--- config.mk ---
export PLATFORM = sky130hd
export DESIGN_NAME = gpr_file
export DESIGN_NICKNAME = d
export VERILOG_FILES = /design/src/rtl/gpr_pkg.sv /design/src/rtl/gpr_wr_decode.sv /design/src/rtl/gpr_bank.sv /design/src/rtl/gpr_rd_mux.sv /design/src/rtl/gpr_file.sv
export SDC_FILE = /design/constraint.sdc
export NUM_CORES = 1
export LEC_CHECK = 0
export CAP_MARGIN = 20
export CORE_ASPECT_RATIO = 0.9
export CORE_MARGIN = 4
export CORE_UTILIZATION = 66
export CTS_BUF_LIST = sky130_fd_sc_hd__clkbuf_8
export CTS_CLUSTER_DIAMETER = 50
export CTS_CLUSTER_SIZE = 12
export DETAILED_ROUTE_END_ITERATION = 10
export GPL_ROUTABILITY_DRIVEN = 0
export PLACE_DENSITY = 0.95
export SLEW_MARGIN = 5
export SYNTH_ARGS = -nofsm -noshare
export SYNTH_HDL_FRONTEND = slang
export SYNTH_HIERARCHICAL = 1
export SYNTH_SLANG_ARGS = --single-unit
--- constraint.sdc ---
create_clock -name clk -period 2.7 [get_ports clk]
set_input_delay 0.54 -clock clk [delete_from_list [all_inputs] [get_ports clk]]
set_output_delay 0.54 -clock clk [all_outputs]
set_load 0.05 [all_outputs]
--- src/rtl/gpr_pkg.sv ---
package gpr_pkg;

  // Byte-enable codes on the write path: bit 1 = high half, bit 0 = low half.
  typedef enum logic [1:0] {
    BE_NONE = 2'b00,
    BE_LO   = 2'b01,
    BE_HI   = 2'b10,
    BE_WORD = 2'b11
  } be_t;

  // A partial write touches exactly one half.
  function automatic logic is_partial(input logic [1:0] be);
    return (be == BE_LO) || (be == BE_HI);
  endfunction

endpackage

--- src/rtl/gpr_wr_decode.sv ---
module gpr_wr_decode #(
  parameter int NREG   = 8,
  parameter int NSPLIT = 4,
  localparam int AW    = $clog2(NREG)
) (
  input  logic                       wr_en,
  input  logic [AW-1:0]              sel,
  input  logic [1:0]                 wr_be,
  output logic [NREG-1:0][1:0]       lane_we,
  output logic                       bad_partial
);
  import gpr_pkg::*;

  logic wordonly_target;
  assign wordonly_target = int'(sel) >= NSPLIT;
  assign bad_partial     = wr_en && wordonly_target && is_partial(wr_be);

  // Per-register lane enables; the register kind is fixed per index.
  for (genvar i = 0; i < NREG; i++) begin : g_lane
    logic hit;
    assign hit = wr_en && (int'(sel) == i);
    if (i < NSPLIT) begin : g_split
      assign lane_we[i] = hit ? wr_be : 2'b00;
    end else begin : g_word
      assign lane_we[i] = (hit && wr_be == BE_WORD) ? 2'b11 : 2'b00;
    end
  end

endmodule

--- src/rtl/gpr_bank.sv ---
module gpr_bank #(
  parameter int DW   = 16,
  parameter int NREG = 8,
  localparam int HW  = DW / 2
) (
  input  logic                      clk,
  input  logic                      rst,
  input  logic [NREG-1:0][1:0]      lane_we,
  input  logic [DW-1:0]             wword,
  output logic [NREG-1:0][DW-1:0]   words
);

  // Storage: one flop word per register, written half by half.
  for (genvar i = 0; i < NREG; i++) begin : g_reg
    logic [HW-1:0] lo_q, hi_q;
    always_ff @(posedge clk) begin
      if (rst) begin
        lo_q <= '0;
        hi_q <= '0;
      end else begin
        if (lane_we[i][0]) lo_q <= wword[HW-1:0];
        if (lane_we[i][1]) hi_q <= wword[DW-1:HW];
      end
    end
    assign words[i] = {hi_q, lo_q};
  end

endmodule

--- src/rtl/gpr_rd_mux.sv ---
module gpr_rd_mux #(
  parameter int DW   = 16,
  parameter int NREG = 8,
  localparam int HW  = DW / 2,
  localparam int AW  = $clog2(NREG)
) (
  input  logic [NREG-1:0][DW-1:0]   words,
  input  logic [AW-1:0]             sel,
  input  logic                      rd_en,
  input  logic                      wr_en,
  input  logic                      swap,
  output logic [DW-1:0]             rdata
);

  logic [DW-1:0] picked;

  always_comb begin
    picked = words[sel];
    if (!rd_en || wr_en)
      rdata = '0;
    else if (swap)
      rdata = {picked[HW-1:0], picked[DW-1:HW]};
    else
      rdata = picked;
  end

endmodule

--- src/rtl/gpr_file.sv ---
module gpr_file #(
  parameter int DW     = 16,
  parameter int NREG   = 8,
  parameter int NSPLIT = 4,
  localparam int HW    = DW / 2,
  localparam int AW    = $clog2(NREG)
) (
  input  logic          clk,
  input  logic          rst,
  input  logic [AW-1:0] sel,
  input  logic          rd_en,
  input  logic          wr_en,
  input  logic [1:0]    wr_be,
  input  logic          swap,
  input  logic [DW-1:0] wdata,
  output logic [DW-1:0] rdata,
  output logic          err
);

  logic [NREG-1:0][1:0]    lane_we;
  logic [NREG-1:0][DW-1:0] words;
  logic                    bad_partial;
  logic [DW-1:0]           wword;
  logic                    err_q;

  // Byte exchange on the write path happens before lane masking.
  assign wword = swap ? {wdata[HW-1:0], wdata[DW-1:HW]} : wdata;

  gpr_wr_decode #(.NREG(NREG), .NSPLIT(NSPLIT)) u_dec (
    .wr_en       (wr_en),
    .sel         (sel),
    .wr_be       (wr_be),
    .lane_we     (lane_we),
    .bad_partial (bad_partial)
  );

  gpr_bank #(.DW(DW), .NREG(NREG)) u_bank (
    .clk     (clk),
    .rst     (rst),
    .lane_we (lane_we),
    .wword   (wword),
    .words   (words)
  );

  gpr_rd_mux #(.DW(DW), .NREG(NREG)) u_rmux (
    .words (words),
    .sel   (sel),
    .rd_en (rd_en),
    .wr_en (wr_en),
    .swap  (swap),
    .rdata (rdata)
  );

  always_ff @(posedge clk) begin
    if (rst) err_q <= 1'b0;
    else     err_q <= (rd_en && wr_en) || bad_partial;
  end

  assign err = err_q;

endmodule

# After elaboration in Yosys (flattened, before gate mapping)
# Cells that the tools add are included.
# Widths: inputs -> output; s select.
# op_classes
n_mux,13
order_cmp,2
eq_ne,10
reduce_logical,20
# op_table
op,count
$mux 16,4
$bmux 16 s3,1
$mux 2,8
$logic_and 1x1->1,15
$eq 3x3->1 const B,4
$eq 3x2->1 const B,2
$eq 2x2->1 const B,2
$lt 3x4->1 const B,1
$eq 3x1->1 const B,1
$ge 3x3->1 const B,1
$logic_not 3->1,1
$logic_or 1x1->1,3
$eq 2x1->1 const B,1
$logic_not 1->1,1
# word_totals
reg_bits,129
input_bits,26
out_inout_bits,17

# Depth between registers and ports, before layout
# Gate-level depths: netlist of the first run.
# depth
depth_word,4
ltp_mapped,7

# Hierarchy
# The synthesis of the first run kept the hierarchy.
# modules_own_cells
module,area_per_inst_um2,instances,cells_each
gpr_bank,4708.3,1,430
gpr_rd_mux,1173.6,1,78
gpr_file,277.8,1,21
gpr_wr_decode,143.9,1,24

# Worst setup path before layout of the first run
# Ideal clock, no wire load.
# synth_timing
kind,input to output
from,in swap
to,out rdata[12]
setup_slack_ns,0.073
path_stages,4
t_arrival_ns,2.087
path_cell_list,or3b_2 -> clkbuf_1 -> buf_6 -> o22ai_1
# synth_via
elab_chain_len,2
# synth_rtl
item,line,rtl
"start, declared",gpr_file.sv:14,"input logic swap,"
$mux 16,gpr_rd_mux.sv:21,else if (swap)
$mux 16,gpr_rd_mux.sv:19,if (!rd_en || wr_en)
"end, declared",gpr_file.sv:16,"output logic [DW-1:0] rdata,"
# Every way passes these cells.

# Final worst setup path of the first run
# layout_timing
from,in rd_en
to,out rdata[0]
# layout_via
elab_chain_len,3
# layout_rtl
item,line,rtl
"start, declared",gpr_file.sv:11,"input logic rd_en,"
$logic_not 1->1,gpr_rd_mux.sv:19,
$logic_or 1x1->1,gpr_rd_mux.sv:19,
$mux 16,gpr_rd_mux.sv:19,
# Every way passes these cells.

==> results of run 1 <==
[cell type report]
class	instances	area, um^2
well taps	122	153
repair buffers	73	928
clock inverters	13	165
fillers	508	1810
clock buffers	17	234
flip-flops and latches	129	2580
multi-input cells	360	3340
[cell families after synthesis]
kind of cell,after synthesis,synth area share
AO/OA/AOI/OAI,17,0.0167
adder cells (fa/ha/maj),1,0.00198
buffers and inverters,64,0.0897
flip-flops,129,0.410
multiplexers,192,0.386
AND/OR/NAND/NOR,150,0.0955
[routing by layer]
metal | track usage | up-vias | wire (um)
li1 | - | 1992 | -
met1 | 0.339 | 2219 | 6400
met2 | 0.496 | 168 | 8070
met3 | 0.0726 | 33 | 1030
met4 | 0.116 | 0 | 336
met5 | 0 | - | 0
[power groups by stage]
stage	registers [W]	logic (W)	clock network, W
2_1_floorplan	0.00198	0.000258	0
3_3_place_gp	0.00198	0.000327	0
3_5_place_dp	0.00198	0.000338	0
4_1_cts	0.00193	0.000356	0.00168
5_1_grt	0.00194	0.000391	0.00178
6_report	0.00193	0.000371	0.00168
[registers in the layout, indices dropped and copies added (netlist names)]
register       count
u_bank/g.lo_q     64
err                1
u_bank/g.hi_q     64
[worst paths after layout]
check,from,to,slack (ns)
max,rd_en,rdata[0],-0.16
min,rst,u_bank/g_reg[7].hi_q[4],0.46
max reg2reg,u_bank/g_reg[3].hi_q[7],u_bank/g_reg[3].hi_q[7],1.94
min reg2reg,u_bank/g_reg[3].hi_q[3],u_bank/g_reg[3].hi_q[3],0.49
[Yosys cell counts]
cell type,count,share of area
mux4_2,17,0.061
buf_6,24,0.043
dfxtp_1,129,0.41
ha_1,1,0.0020
and3_1,1,0.00099
dlygate4sd1_1,1,0.0014
buf_4,15,0.018
buf_12,3,0.0095
nor2_1,138,0.082
buf_8,1,0.0024
o22ai_1,16,0.016
mux2_2,6,0.011
nor3_1,1,0.00079
mux4_1,15,0.063
a21oi_1,1,0.00079
buf_2,3,0.0024
nand3b_1,3,0.0036
nor3_2,2,0.0032
clkbuf_2,16,0.013
or3b_2,1,0.0014
nand3_1,1,0.00079
mux2i_1,144,0.23
nand2b_1,2,0.0020
clkbuf_1,1,0.00059
mux2_4,10,0.024
nand2_1,1,0.00059
[through the flow]
stage / util / cells
after floorplan: - / 553
after global placement: 0.737 / 683
after detailed placement: 0.737 / 683
after CTS: 0.793 / 714
after global routing: 0.804 / 714
final: 0.804 / 714
[worst max-delay path: cells and delay by family]
kind / cells / cell delay, ns
AND/OR/NAND/NOR: 1 / 0.49
AO/OA/AOI/OAI: 1 / 0.36
buffers and inverters: 3 / 0.92
[timing repair]
action / CTS / global route
pin swaps: 0 / 0
gates cloned: 1 / 0
resized for setup: 18 / 17
endpoints found under the setup margin: 16 / 15
==> flow_summary_export.csv, run 1 <==
group,metric,value,unit
floorplan,start_util,0.685,
sta,finClkSkew,0,ns
synthesis,ys_ff_latch,129,
global_routing,antenna_found_initial,0,
placement,pre_cts_slack,-0.130,ns
clock_tree,post_cts_buffers,0,
clock_tree,clk_root_buffer_cell,"clkbuf_8",
floorplan,core,9210,um^2
route,drc,0,
power,p_total,0.00398,W
route,dr.first_iter.drc_count,359,
sta,fin_ws,-0.162,ns
synthesis,netlist_area,6300,um^2
power,sw_frac_of_total,0.248,
worst_hold_path,min_path_cells,2,
final_layout,fin_nets,608,
sta,min_period_over_period,1.06,
synthesis,syn_nets,580,
synthesis,ys_types,26,
critical_path,worstPathArrival,2.32,ns
clock_tree,ctsHoldBuffers,0,
clock_tree,path_clk_slew,0.07,ns
route,postRouteAntennaNets,0,
sta,timing.hold.ws,0.459,ns
final_layout,finalInstanceArea,7400,um^2
placement,dpl-instance-area,6790,um^2
floorplan,rows,33,
critical_path,critPathRequiredTime,2.16,ns
synthesis,syn_inst,553,
sta,fmax,0.349,GHz
synthesis,seq_area_frac_synth,0.410,
critical_path,max_stage_delay,0.51,ns
critical_path,path_class,"primary input to output pin",
run_status,violations,"setup timing",
global_routing,grt_overflow,0,
final_layout,final_cell_mix,"nor2_1 (135), mux2i_1 (131), dfxtp_1 (129)",
power,power.density,538,nW/um^2
power,power_frac_clock,0.421,
run_status,status,"finished, violations left",
power,pwr-share-comb,0.093,
floorplan,die_x,111,um
route,routed_via_density,6.18,
power,irDropWorstVdd,0.639,mV
sta,setup_viol,5,
sta,worstMarginPinSlew,0.493,ns
global_routing,grt_pass1_wl,24500,um
synthesis,avgSynthCellArea,11.4,um^2
route,drt_wl_total,15800,um
synthesis,synth_warnings,6,
critical_path,cp-start-kind,"primary input",
final_layout,areaGrowthSynthToFinish,17.4,%
power,power.internal,0.00299,W
critical_path,path_cells,"clkdlybuf4s50_1 -> or3b_2 -> buf_4 -> o22ai_1 -> buf_12",
sta,fin_setup_tns,-0.181,ns
final_layout,num_antenna_cells,0,
critical_path,critPathMaxFanout,8,
clock_tree,cts_buffer_depth,2,
global_routing,grt_max_degree,66,
critical_path,end_kind,"output pin",
sta,rsz0062_at_grt,"true",
final_layout,drive_above_1_share,0.240,
worst_hold_path,hold_class,"primary input to flip-flop",
power,p_switching,0.000988,W
sta,fin_crit,2.86,ns
clock_tree,numCtsBuffers,17,
floorplan,die_h,101,um
clock_tree,cts_tree,"done",
sta,hold_violations,0,
global_routing,grt_pass1_vias,4623,
route,firstDrtPassIters,5,
job,drv_cap,0,
power,seqPwrFrac,0.486,
power,p_leak,2.61,nW
final_layout,final_common_cell,"nor2_1",
clock_tree,h-tree-depth,4,
critical_path,reg2regPathDepth,2,
route,num_vias,4412,
sta,slew-limit-headroom,0.670,
route,wire_per_inst,22.2,um
clock_tree,clk_latency,0.44,ns
placement,hpwl,9560,um
critical_path,crit_slowest_cell,"clkdlybuf4s50_1",
placement,io_buffers,42,
floorplan,die_area,11200,um^2
global_routing,gr-usage-all-layers,0.284,
sta,maxSlewViolCount,0,
floorplan,ios,43,
clock_tree,clock-sinks,129,
Note: power is estimated with default switching activity, not from simulation.
==> inputs of run 2 (changes only) <==
--- a/config.mk
+++ b/config.mk
@@ -5,16 +5,17 @@
 export SDC_FILE = /design/constraint.sdc
 export NUM_CORES = 1
 export LEC_CHECK = 0
-export CAP_MARGIN = 20
+export CAP_MARGIN = 30
 export CORE_ASPECT_RATIO = 0.9
 export CORE_MARGIN = 4
 export CORE_UTILIZATION = 66
 export CTS_BUF_LIST = sky130_fd_sc_hd__clkbuf_8
-export CTS_CLUSTER_DIAMETER = 50
+export CTS_CLUSTER_DIAMETER = 120
 export CTS_CLUSTER_SIZE = 12
 export DETAILED_ROUTE_END_ITERATION = 10
 export GPL_ROUTABILITY_DRIVEN = 0
 export PLACE_DENSITY = 0.95
+export REMOVE_ABC_BUFFERS = 1
 export SLEW_MARGIN = 5
 export SYNTH_ARGS = -nofsm -noshare
 export SYNTH_HDL_FRONTEND = slang
==> flow_summary_export.csv, run 2 (same netlist as run 1, synthesis figures left out) <==
group,metric,value,unit
run_status,status,"finished, violations left",
run_status,violations,"setup timing",
final_layout,final_cells,726,
worst_hold_path,min_path_cells,2,
sta,min_period_over_period,1.00,
sta,fmax,0.370,GHz
final_layout,fin_nets,618,
floorplan,core,9210,um^2
sta,slew-limit-headroom,0.549,
sta,fin_crit,2.70,ns
clock_tree,h-tree-depth,4,
power,sw_frac_of_total,0.227,
clock_tree,cts_buffer_depth,2,
floorplan,rows,33,
critical_path,critPathRequiredTime,2.16,ns
final_layout,finalInstanceArea,7380,um^2
global_routing,grt_pass1_wl,24700,um
final_layout,final_cell_mix,"mux2i_1 (137), nor2_1 (135), dfxtp_1 (129)",
critical_path,path_cells,"clkdlybuf4s50_1 -> or3b_4 -> o22ai_1 -> buf_12",
worst_hold_path,hp-start,"u_bank/g_reg[6].hi_q[5]",
power,power_frac_clock,0.449,
critical_path,reg2reg_slack,1.99,ns
global_routing,gr-usage-all-layers,0.287,
power,pwr-share-comb,0.088,
route,postRouteAntennaNets,0,
floorplan,ios,43,
critical_path,reg2reg_from,"u_bank/g_reg[5].lo_q[5]",
global_routing,grt_overflow,0,
clock_tree,clk_root_buffer_cell,"clkbuf_8",
critical_path,max_stage_delay,0.58,ns
sta,hold_violations,0,
power,power.density,565,nW/um^2
global_routing,antenna_found_initial,0,
route,dr.first_iter.drc_count,356,
sta,fin_setup_tns,-0.000396,ns
placement,dpl-instance-area,6820,um^2
route,num_vias,4471,
sta,timing.hold.ws,0.492,ns
clock_tree,clk_latency,0.43,ns
critical_path,worstPathArrival,2.16,ns
route,firstDrtPassIters,5,
power,seqPwrFrac,0.463,
power,p_switching,0.000949,W
floorplan,die_x,111,um
critical_path,cp-start-kind,"primary input",
critical_path,path_buf_inv,2,
worst_hold_path,whs_endpoint,"u_bank/g_reg[6].hi_q[5]",
sta,setup_viol,1,
floorplan,die_h,101,um
critical_path,end_kind,"output pin",
route,drt_wl_total,15600,um
final_layout,final_core_util,0.802,
global_routing,grt_max_degree,63,
critical_path,crit_slowest_cell,"or3b_4",
final_layout,areaGrowthSynthToFinish,17.1,%
placement,placed_cells,690,
global_routing,grt_pass1_vias,4670,
route,drc,0,
clock_tree,path_clk_slew,0.06,ns
critical_path,cp_top_family,"buffers and inverters",
job,drv_cap,0,
final_layout,drive_above_1_share,0.233,
sta,finClkSkew,0,ns
clock_tree,cts_tree,"done",
final_layout,num_antenna_cells,0,
power,irDropWorstVdd,0.571,mV
sta,fin_ws,-0.000396,ns
sta,maxSlewViolCount,0,
power,power.internal,0.00322,W
power,p_leak,2.70,nW
clock_tree,numCtsBuffers,17,
critical_path,path_class,"primary input to output pin",
sta,worstMarginPinSlew,0.676,ns
final_layout,final_common_cell,"mux2i_1",
route,wire_per_inst,21.4,um
worst_hold_path,hold_class,"flip-flop to flip-flop",
placement,hpwl,9620,um
critical_path,critPathMaxFanout,16,
critical_path,reg2regPathDepth,2,
route,routed_via_density,6.16,
critical_path,rr_endpoint,"u_bank/g_reg[5].lo_q[5]",
floorplan,die_area,11200,um^2
placement,io_buffers,42,
floorplan,start_util,0.685,
clock_tree,clock-sinks,129,
final_layout,fillCellCount,510,
## run 2: cell types whose count changed in the layout (fill, tap and decap cells not counted), moves of 3 or more
cell	before	now
inv_1	0	3
mux2i_1	131	137
o22ai_2	8	4
buf_4	23	35
mux2i_4	5	0
o22ai_1	6	12
clkinvlp_4	4	1
## run 2: layer usage
layer	vias to the layer above	GRT usage	part of all wire
met2	191	0.490	0.50
li1	2010	-	-
met5	-	0	0
met4	0	0.120	0.026
met1	2230	0.345	0.41
met3	40	0.0834	0.069
## run 2: worst max-delay path by stage
stage | start | depth (start not counted) | end
2_1_floorplan | wr_be[0] | 5 | u_bank/g_reg[4].hi_q[0]
3_3_place_gp | sel[2] | 6 | rdata[0]
3_5_place_dp | sel[2] | 6 | rdata[12]
4_1_cts | swap | 7 | rdata[15]
5_1_grt | swap | 4 | rdata[8]
6_report | swap | 4 | rdata[8]
## run 2: worst min-delay path, cell delays in order (launching register included)
cell and delay, ns:
dfxtp_1 0.32, mux2i_1 0.06, nor2_1 0.07
## run 2: power groups by stage
| stage | registers (W) | logic [W] | clock network, W |
|---|---|---|---|
| after floorplan | 0.00198 | 0.000154 | 0 |
| after CTS | 0.00193 | 0.000356 | 0.00188 |
| after global routing | 0.00193 | 0.000388 | 0.00199 |
| final | 0.00193 | 0.000366 | 0.00187 |
| after global placement | 0.00197 | 0.000327 | 0 |
| after detailed placement | 0.00198 | 0.000340 | 0 |
## run 2: stage by stage
step | setup WS, ns | total power [W]
2_1_floorplan | -0.146 | 0.00213
3_3_place_gp | -0.107 | 0.00230
3_5_place_dp | -0.192 | 0.00232
4_1_cts | 0.00424 | 0.00417
5_1_grt | -0.0136 | 0.00431
6_report | -0.000396 | 0.00417
## run 2: what timing repair did
action | CTS | global route
hold buffers | 0 | 0
resized for setup | 9 | 10
buffers inserted | 0 | 3
setup endpoints to repair | 16 | 16
gates cloned | 1 | 0
## run 2: cell type report
class                           instances  area [um^2]  area share
Multi-Input combinational cell        360         3220       0.436
Clock inverter                         13          193      0.0261
Clock buffer                           19          262      0.0354
Tap cell                              122          153      0.0207
Timing Repair Buffer                   83          976       0.132
Sequential cell                       129         2580       0.350
